===== src/rtl/cfg_win_pkg.sv =====
package cfg_win_pkg;
  localparam int A_EXT  = 0;
  localparam int A_VND  = 1;
  localparam int A_DEV  = 2;
  localparam int A_VER  = 3;
  localparam int A_STAT = 4;
  localparam int A_CTRL = 5;
  localparam int A_WDAT = 6;
  localparam int A_RD0  = 7;

  localparam int C_EN    = 0;
  localparam int C_RDEN  = 1;
  localparam int C_ERST  = 4;
  localparam int C_MRST  = 5;
  localparam int C_HREQ  = 8;
  localparam int C_DSEL  = 12;
  localparam int C_WDEN  = 16;

  localparam logic [31:0] CTRL_MASK = 32'h0001_1133;
endpackage


===== src/rtl/cfg_win_fifo.sv =====
module cfg_win_fifo #(
  parameter int DW    = 32,
  parameter int DEPTH = 16
) (
  input  logic          clk,
  input  logic          rst,
  input  logic          clr,
  input  logic          push,
  input  logic [DW-1:0] wdata,
  input  logic          pop,
  output logic [DW-1:0] rdata,
  output logic          empty,
  output logic [$clog2(DEPTH):0] count,
  output logic          ovf
);
  localparam int AW = $clog2(DEPTH);
  localparam int CW = AW + 1;

  logic [DW-1:0] mem [DEPTH];
  logic [AW-1:0] wptr, rptr;
  logic          full, do_push, do_pop;

  assign full    = (count == CW'(DEPTH));
  assign empty   = (count == '0);
  assign do_push = push && !full;
  assign do_pop  = pop && !empty;
  assign rdata   = mem[rptr];

  always_ff @(posedge clk) begin
    if (do_push) mem[wptr] <= wdata;
  end

  always_ff @(posedge clk) begin
    if (rst || clr) begin
      wptr  <= '0;
      rptr  <= '0;
      count <= '0;
      ovf   <= 1'b0;
    end else begin
      if (do_push) wptr <= wptr + 1'b1;
      if (do_pop)  rptr <= rptr + 1'b1;
      count <= count + CW'(do_push) - CW'(do_pop);
      if (push && full) ovf <= 1'b1;
    end
  end


  ovf_sticky_chk: assert property (@(posedge clk) disable iff (rst)
    (ovf && !clr) |=> ovf);

  no_pop_empty_chk: assert property (@(posedge clk) disable iff (rst)
    pop |-> !empty);

  clr_empties_chk: assert property (@(posedge clk) disable iff (rst)
    clr |=> (count == '0 && !ovf));
endmodule


===== src/rtl/cfg_win_rdcap.sv =====
module cfg_win_rdcap #(
  parameter int DW = 32,
  parameter int NW = 4,
  parameter int CW = 3
) (
  input  logic                   clk,
  input  logic                   rst,
  input  logic                   clr,
  input  logic                   rden,
  input  logic                   ev_valid,
  input  logic [CW-1:0]          ev_count,
  input  logic [NW*DW-1:0]       ev_data,
  output logic                   cmpl,
  output logic [CW-1:0]          cnt,
  output logic [NW-1:0][DW-1:0]  words
);
  localparam logic [CW-1:0] NW_C = CW'(NW);
  logic ev_ok;
  assign ev_ok = ev_valid && rden && (ev_count != '0) && (ev_count <= NW_C);

  always_ff @(posedge clk) begin
    if (rst) begin
      cmpl  <= 1'b0;
      cnt   <= '0;
      words <= '0;
    end else if (clr) begin
      cmpl <= 1'b0;
      cnt  <= '0;
    end else if (!rden) begin
      cmpl <= 1'b0;
    end else if (ev_ok) begin
      cmpl <= 1'b1;
      cnt  <= ev_count;
      for (int i = 0; i < NW; i++)
        if (CW'(i) < ev_count) words[i] <= ev_data[i*DW +: DW];
    end
  end


  rdcnt_range_chk: assert property (@(posedge clk) disable iff (rst)
    cmpl |-> (cnt != '0 && cnt <= NW_C));

  rdcmpl_clr_chk: assert property (@(posedge clk) disable iff (rst)
    !rden |=> !cmpl);
endmodule


===== src/rtl/cfg_win_top.sv =====
module cfg_win_top #(
  parameter int          ADDR_W     = 4,
  parameter int          FIFO_DEPTH = 16,
  parameter int          RD_WORDS   = 4,
  parameter logic [31:0] EXT_HDR    = 32'h0001_000B,
  parameter logic [31:0] VND_HDR    = 32'h02C0_0001,
  parameter logic [31:0] DEV_ID     = 32'h1234_5093,
  parameter logic [31:0] BS_VER     = 32'h0000_0A01
) (
  input  logic              clk,
  input  logic              rst,
  input  logic              host_wen,
  input  logic              host_ren,
  input  logic [ADDR_W-1:0] host_addr,
  input  logic [31:0]       host_wdata,
  input  logic [3:0]        host_wstrb,
  output logic [31:0]       host_rdata,
  output logic              host_rvalid,
  output logic              eng_wvalid,
  input  logic              eng_wready,
  output logic [31:0]       eng_wdata,
  input  logic              eng_rd_valid,
  input  logic [2:0]        eng_rd_count,
  input  logic [127:0]      eng_rd_data,
  input  logic              eng_err,
  input  logic              eng_eos,
  output logic              eng_reset,
  output logic              mod_reset,
  input  logic              arb_release_req,
  output logic              arb_host_req,
  output logic              design_sel
);
  import cfg_win_pkg::*;
  localparam int DW  = 32;
  localparam int FCW = $clog2(FIFO_DEPTH) + 1;

  logic [31:0]  ctrl_q;
  logic         err_q;
  logic         fifo_push, fifo_empty, fifo_ovf;
  logic [FCW-1:0] fifo_cnt;
  logic         rd_cmpl;
  logic [2:0]   rd_cnt;
  logic [RD_WORDS-1:0][DW-1:0] rd_words;
  logic [31:0]  status, rd_mux;
  logic         en, wden;

  assign en   = ctrl_q[C_EN];
  assign wden = ctrl_q[C_WDEN];

  always_ff @(posedge clk) begin
    if (rst) ctrl_q <= '0;
    else if (host_wen && host_addr == ADDR_W'(A_CTRL))
      for (int b = 0; b < 4; b++)
        if (host_wstrb[b]) ctrl_q[8*b +: 8] <= host_wdata[8*b +: 8] & CTRL_MASK[8*b +: 8];
  end

  always_ff @(posedge clk) begin
    if (rst) begin
      eng_reset    <= 1'b0;
      mod_reset    <= 1'b0;
      arb_host_req <= 1'b0;
      design_sel   <= 1'b0;
    end else begin
      eng_reset    <= en && ctrl_q[C_ERST];
      mod_reset    <= en && ctrl_q[C_MRST];
      arb_host_req <= ctrl_q[C_HREQ];
      design_sel   <= ctrl_q[C_DSEL];
    end
  end

  always_ff @(posedge clk) begin
    if (rst || eng_reset) err_q <= 1'b0;
    else if (eng_err)     err_q <= 1'b1;
  end

  assign fifo_push  = host_wen && host_addr == ADDR_W'(A_WDAT) && wden;
  assign eng_wvalid = en && wden && !fifo_empty;

  cfg_win_fifo #(.DW(DW), .DEPTH(FIFO_DEPTH)) u_fifo (
    .clk(clk), .rst(rst), .clr(mod_reset),
    .push(fifo_push), .wdata(host_wdata),
    .pop(eng_wvalid && eng_wready), .rdata(eng_wdata),
    .empty(fifo_empty), .count(fifo_cnt), .ovf(fifo_ovf)
  );

  cfg_win_rdcap #(.DW(DW), .NW(RD_WORDS), .CW(3)) u_rdcap (
    .clk(clk), .rst(rst), .clr(mod_reset), .rden(ctrl_q[C_RDEN]),
    .ev_valid(eng_rd_valid), .ev_count(eng_rd_count),
    .ev_data(eng_rd_data[RD_WORDS*DW-1:0]),
    .cmpl(rd_cmpl), .cnt(rd_cnt), .words(rd_words)
  );

  always_comb begin
    status     = '0;
    status[24] = arb_release_req;
    if (en) begin
      status[0]     = err_q;
      status[1]     = eng_eos;
      status[4]     = rd_cmpl;
      status[7:5]   = rd_cnt;
      status[8]     = fifo_ovf;
      status[15:12] = fifo_cnt[3:0];
    end
  end

  always_comb begin
    rd_mux = '0;
    case (int'(host_addr))
      A_EXT:  rd_mux = EXT_HDR;
      A_VND:  rd_mux = VND_HDR;
      A_DEV:  rd_mux = DEV_ID;
      A_VER:  rd_mux = BS_VER;
      A_STAT: rd_mux = status;
      A_CTRL: rd_mux = ctrl_q;
      default: rd_mux = '0;
    endcase
    for (int i = 0; i < RD_WORDS; i++)
      if (host_addr == ADDR_W'(A_RD0 + i)) rd_mux = rd_words[i];
  end

  always_ff @(posedge clk) begin
    if (rst) begin
      host_rdata  <= '0;
      host_rvalid <= 1'b0;
    end else begin
      host_rvalid <= host_ren;
      if (host_ren) host_rdata <= rd_mux;
    end
  end


  eng_rst_clears_err_chk: assert property (@(posedge clk) disable iff (rst)
    eng_reset |=> !err_q);

  mod_rst_needs_en_chk: assert property (@(posedge clk) disable iff (rst)
    $rose(mod_reset) |-> $past(en));

  err_sticky_chk: assert property (@(posedge clk) disable iff (rst)
    (err_q && !eng_reset) |=> err_q);
endmodule


===== config.mk =====
export PLATFORM = sky130hd
export DESIGN_NAME = cfg_win_top
export DESIGN_NICKNAME = d
export VERILOG_FILES = /design/src/rtl/cfg_win_pkg.sv /design/src/rtl/cfg_win_fifo.sv /design/src/rtl/cfg_win_rdcap.sv /design/src/rtl/cfg_win_top.sv
export SDC_FILE = /design/constraint.sdc
export NUM_CORES = 1
export LEC_CHECK = 0
export BUFFER_PORTS_ARGS = -buffer_cell sky130_fd_sc_hd__buf_4
export CORE_ASPECT_RATIO = 1.5
export CORE_UTILIZATION = 45
export DETAILED_ROUTE_END_ITERATION = 6
export GPL_ROUTABILITY_DRIVEN = 0
export PLACE_DENSITY_LB_ADDON = 0.3
export SLEW_MARGIN = 20
export SYNTH_ARGS = -nofsm -noshare
export SYNTH_HDL_FRONTEND = slang
export SYNTH_SLANG_ARGS = --single-unit
export TNS_END_PERCENT = 30

===== constraint.sdc =====
create_clock -name clk -period 11.76 [get_ports clk]
set_clock_uncertainty 0.05 [all_clocks]
set_input_delay 0.588 -clock clk [delete_from_list [all_inputs] [get_ports clk]]
set_output_delay 0.588 -clock clk [all_outputs]
set_load 0.05 [all_outputs]

==> results of run 1 <==
[cells in the final DEF, fill, tap and decap left out, types with 3 or more instances in the layout]
master     instances
nor3_2             4
a221oi_1          10
edfxtp_1         512
nor2b_1           17
inv_1             13
and3_1             4
a21oi_1          134
clkinv_2          11
nor2_1            99
and2_1             4
buf_4            280
nand4_1            4
bufinv_16          4
nand2_1          246
clkbuf_1          13
dfxtp_1          191
o2bb2ai_1         11
o221ai_1           3
nand2b_1           4
a22oi_1            5
xnor2_1            5
a311oi_1          13
nand3_1           11
clkinv_1           8
a32o_1             3
o21ai_0           32
mux4_2           160
mux2_2             3
clkbuf_8           8
ha_1              11
nor3_1             7
xor2_1             5
clkbuf_16         71
o21a_1             5
nor2_4            13
o22ai_1            8
a211oi_1           4
or2_2              3
mux2i_1           47
[worst register-to-register path, delay by kind of cell, from the launching register on]
kind / cells / cell delay [ns]
fa+ha+maj: 1 / 0.19
buf+inv: 2 / 0.54
flops: 1 / 0.38
simple gates: 4 / 1.65
[worst max path at each step]
stage / startpoint / to / depth (start not counted)
finish: flip-flop / eng_wdata[31] / 4
global route: flip-flop / eng_wdata[31] / 4
CTS: flip-flop / eng_wdata[31] / 4
detailed placement: flip-flop / eng_wdata[31] / 4
global placement: flip-flop / eng_wdata[31] / 4
floorplan: host_addr[3] / u_fifo.mem[3][0] / 5
[logic make-up after synthesis]
kind of cell	Yosys count
buffers and inverters	126
DFF	707
AOI/OAI and AO/OA	251
muxes	210
xor gates and xnor gates	10
and+or+nand+nor	428
adders and majority gates	12
[registers in the layout (all words and copies together) (netlist names), 3 cells and up, named ones only]
name / flops
u_fifo.mem: 512
u_rdcap.words: 128
host_rdata: 32
ctrl_q: 7
u_fifo.count: 5
u_fifo.rptr: 4
u_fifo.wptr: 4
u_rdcap.cnt: 3
[stage by stage]
stage,hold slack [ns],cell area [µm²],cells,utilization,setup WS (ns)
6_report,0.164,32500,2822,0.541,7.41
5_1_grt,0.155,32500,2820,0.540,7.12
4_1_cts,0.132,32500,2820,0.540,7.23
3_5_place_dp,0.378,30200,2697,0.503,7.87
3_3_place_gp,0.382,30200,2697,0.503,7.86
2_1_floorplan,0.382,27500,1744,-,7.35
[final cells by class]
class / count / area, µm² / area share
multi-input cells: 911 / 7800 / 0.240
well taps: 784 / 981 / 0.0302
repair buffers: 280 / 2100 / 0.0647
inverters: 15 / 56.3 / 0.00173
flip-flops and latches: 707 / 19300 / 0.593
clock inverters: 30 / 333 / 0.0102
clock buffers: 93 / 1940 / 0.0597
diodes: 2 / 5.00 / 0.000154
[synth_stat cells (all sizes together) (3+ instances only)]
cell     count
a32o         3
mux2         3
xor2         5
nor2       113
nand2      246
nor2b       17
a211oi       4
a21oi      134
mux4       160
dfxtp      195
a22oi        5
mux2i       47
ha          11
o21ai       33
and3         4
o2bb2ai     11
or2          4
o221ai       3
a221oi      10
buf         44
o22ai        8
a311oi      13
xnor2        5
inv         13
nand4        4
nand3       11
and2         4
nor3        11
clkbuf      67
edfxtp     512
nand2b       4
o21a         5
[per-layer routing]
layer | part of all wire | vias to the layer above | global-route usage | wire [µm]
met4 | 0.060 | 0 | 0.142 | 4270
met2 | 0.52 | 662 | 0.406 | 36800
li1 | - | 7149 | - | -
met1 | 0.35 | 8128 | 0.261 | 25300
met5 | 0 | - | 0 | 0
met3 | 0.071 | 151 | 0.0472 | 5040
[power breakdown]
part	leakage, µW	internal, µW	switching (µW)
Sequential	0.00618	2670	3.97
Combinational	0.00352	57.9	97.9
Clock	0.00112	1260	946
Total	0.0108	3990	1050
==> impl_metrics.tcl, run 1 <==
set metrics [dict create \
    holdCritPathClass "primary input to flip-flop" \
    worstSetupPathType "flip-flop to output port" \
    netlist_area_um2 27500 \
    vdd_drop_max_mv 0.124 \
    synth_edf_count 512 \
    cts_root_buffer "clkbuf_16" \
    synth_compound_area_frac 0.0559 \
    vias 16100 \
    power.total_uw 5040 \
    p_per_area_nw_per_um2 155 \
    die_area_um2 62100 \
    synth.top_cell.area_share 0.559 \
    final_nets 2175 \
    r2r_start "u_fifo.count[3]" \
    cts_setup_buffers 0 \
    synth_async_sr_flop_share 0 \
    numClockSinks 707 \
    floorplan.initialDensity 0.457 \
    clockBufferDepth 3 \
    die_h_um 305 \
    synth_top_family_by_area "multiplexers" \
    grt_pass1_vias 16600 \
    clock_latency_ns 0.60 \
    grt_max_degree 75 \
    ys.flop_type "edfxtp_1" \
    grt-ovfl-total 0 \
    routedWlPerCell_um 25.3 \
    status "finished clean" \
    slew_viol_final 0 \
    dp_hpwl_um 44000 \
    crit_path_max_incr_delay_ns 0.86 \
    cts_resized 0 \
    muxShareOfSynthArea 0.149 \
    rsz0062_at_grt "no" \
    crit_buf_inv 2 \
    finalSetupViolations 0 \
    drtAntennaViolNets 0 \
    ios 250 \
    rows 110 \
    grt_pass1_wl_um 105000 \
    antenna_found_initial 2 \
    cp_slowest_cell "dfxtp_4" \
    cap_violations 0 \
    critPathLaunchType "flip-flop" \
    p_leak_uw 0.0108 \
    wirelength_um 71500 \
    worst_pin_slew_ns 0.984 \
    cp.arrival_ns 3.71 \
    syn_avg_cell_area_um2 15.8 \
    grt.total_usage 0.234 \
    fin_crit_sh 0.370 \
    portBuffers 248 \
    synth_seq_cells 707 \
    via_per_inst 5.70 \
    rrSetupSlack_ns 8.57 \
    hold_buffers 0 \
    seq_area_frac_synth 0.701 \
    required_ns 11.12 \
    fillers 4781 \
    cp_top_family "multiplexers" \
    yosysWarnings 0 \
    coreArea_um2 60100 \
    synthTopCellsByArea "edfxtp_1, dfxtp_1, mux4_2, nand2_1, a21oi_1" \
    timing_hold_violations_final 0 \
    min_from "eng_rd_data[1]" \
    clkTransAtPathRegs_ns 0.06 \
    synth_cell_types 62 \
    min_period_ns 4.35 \
    yosysTopAreaCell "edfxtp_1" \
    area_delta_synth_final_pct 18.2 \
    dieWidth_um 204 \
    setup_tns_ns 0 \
    holdPathEnd "u_rdcap.words[1]" \
    fmax_mhz 230 \
    cts_buffers 68 \
    drt_iter0_markers 1113 \
    crit_fanout 48 \
    max_slew_margin 0.344 \
    drive_above_1_share 0.286 \
    drc 0 \
    min_path_cells 3 \
    ff2ff_path_depth 7 \
    synthAdderAreaFrac 0.00573 \
    path_cells "buf_4 -> mux4_2 -> mux4_2 -> buf_4" \
    synth-simple-area-share 0.0650 \
    r2r_end "u_fifo.mem[11][20]" \
    synth_xor_area_frac 0.00318 \
    syn_inst 1744 \
    cts_tree "built" \
    drt-pass1-iter-count 5 \
    syn_nets 1936 \
    critPathCaptureType "output port" \
    h-tree-depth 3 \
]
No activity file was read; power rests on OpenSTA's default activity.
==> run 2, diff against run 1 <==
- clock period: 11.76 -> 4 ns (I/O delays scaled with it)
==> impl_metrics.tcl, run 2 (synthesis results as in run 1) <==
set metrics [dict create \
    status "finished clean" \
    largest_reg_flops 512 \
    ios 250 \
    drive_above_1_share 0.263 \
    finalSetupViolations 0 \
    fmax_mhz 309 \
    via_per_inst 5.62 \
    crit_path_max_incr_delay_ns 0.74 \
    portBuffers 248 \
    ff2ff_path_depth 13 \
    worst_pin_slew_ns 0.999 \
    h-tree-depth 3 \
    fin_crit_sh 0.809 \
    holdCritPathClass "primary input to flip-flop" \
    antenna_found_initial 2 \
    cts_buffers 67 \
    slew_viol_final 0 \
    wirelength_um 73800 \
    pre_cts_ws_ns 0.900 \
    die_area_um2 62100 \
    critPathLaunchType "flip-flop" \
    drc 0 \
    r2r_start "u_fifo.count[2]" \
    grt-ovfl-total 0 \
    timing_hold_violations_final 0 \
    numClockSinks 707 \
    min_period_ns 3.24 \
    min_from "host_ren" \
    fillers 4541 \
    crit_fanout 39 \
    p_per_area_nw_per_um2 431 \
    area_delta_synth_final_pct 25.1 \
    regMostFlops "u_fifo.mem" \
    drt_iter0_markers 1203 \
    clockBufferDepth 3 \
    dp_hpwl_um 45600 \
    final_cell_mix "edfxtp_1, buf_4, nand2_1, dfxtp_1, dlygate4sd3_1" \
    cts_setup_buffers 0 \
    drt-pass1-iter-count 5 \
    postPlaceCellArea_um2 30500 \
    worstSetupPathType "flip-flop to output port" \
    vias 16900 \
    cts_root_buffer "clkbuf_16" \
    routedWlPerCell_um 24.6 \
    grt_max_degree 68 \
    cp.depth 4 \
    p_leak_uw 0.0115 \
    die_h_um 305 \
    required_ns 3.75 \
    cp.arrival_ns 2.99 \
    grt_pass1_wl_um 110000 \
    dieWidth_um 204 \
    grt_pass1_vias 18100 \
    cp_top_family "multiplexers" \
    rsz0062_at_grt "no" \
    min_path_cells 3 \
    critPathCaptureType "output port" \
    coreArea_um2 60100 \
    clkTransAtPathRegs_ns 0.06 \
    rows 110 \
    path_cells "buf_4 -> mux4_2 -> mux4_2 -> buf_4" \
    fin_ws_ns 0.763 \
    crit_buf_inv 2 \
    max_slew_margin 0.334 \
    top_regs "u_fifo.mem x512, u_rdcap.words x128, host_rdata x32" \
    clock_latency_ns 0.62 \
    drtAntennaViolNets 0 \
    floorplan.initialDensity 0.457 \
    vdd_drop_max_mv 0.331 \
    grt.total_usage 0.242 \
    final_nets 2356 \
    mostFrequentLayoutCell "edfxtp_1" \
    design_area_um2 34400 \
    cp_slowest_cell "dfxtp_4" \
    cts_tree "built" \
    cap_violations 0 \
]
==> run 2: changes by cell type in the layout (fill, tap and decap cells not counted), moves of 3 or more <==
| cell | before | now |
|---|---|---|
| dlygate4sd3_1 | 0 | 172 |
| buf_12 | 0 | 13 |
| clkinv_1 | 8 | 21 |
| clkbuf_8 | 8 | 1 |
| clkbuf_1 | 13 | 9 |
| clkinv_2 | 11 | 7 |
| buf_4 | 280 | 277 |
| clkbuf_16 | 71 | 68 |
==> run 2: layout make-up <==
type                            instances  area [µm²]  area share
Timing Repair Buffer                  462        4060       0.118
Clock buffer                           78        1750      0.0509
Tap cell                              784         981      0.0285
Antenna cell                            2        5.00    0.000146
Multi-Input combinational cell        911        7820       0.227
Inverter                               15        56.3     0.00164
Clock inverter                         44         438      0.0127
Sequential cell                       707       19300       0.561
==> run 2: worst reg2reg max path: cells and delay by family, from the launching register on <==
| family | cells | cell delay [ns] |
|---|---|---|
| AO/OA/AOI/OAI | 2 | 0.48 |
| AND/OR/NAND/NOR | 4 | 0.69 |
| flip-flops | 1 | 0.33 |
| adder cells (fa/ha/maj) | 4 | 1.11 |
| buffers and inverters | 2 | 0.14 |
| XOR/XNOR | 1 | 0.15 |
==> run 2: power breakdown <==
part | internal, µW | switching [µW] | total, µW
combinational | 280 | 330 | 610
sequential | 7850 | 12.3 | 7870
clock | 3570 | 2770 | 6330
==> run 2: path summary, 6_finish.rpt <==
kind                  endpoint  slack, ns
max              eng_wdata[29]       0.76
min             host_rdata[19]       0.04
max reg2reg    u_fifo.count[4]       0.92
min reg2reg  u_rdcap.words[53]       0.40
==> run 2: routing by layer <==
metal	vias up	track usage	share of wire
li1	7516	-	-
met1	8553	0.264	0.35
met2	666	0.434	0.53
met3	151	0.0425	0.059
met4	0	0.145	0.058
met5	-	0	0
==> run 2: per-stage QoR <==
stage	cells	util	power, µW	setup TNS (ns)	hold WS [ns]
floorplan	1744	-	8200	-3.00	0.249
finish	3003	0.572	14800	0	0.0387
CTS	3001	0.572	14900	0	0.00165
global route	3003	0.572	15200	0	0.0430
detailed placement	2707	0.507	8490	0	0.380
global placement	2707	0.507	8470	0	0.379
==> run 2: what timing repair did <==
| action | in CTS | in global routing |
|---|---|---|
| resized for setup | 0 | 0 |
| hold buffers | 172 | 0 |
| endpoints found under the hold margin | 652 | 0 |
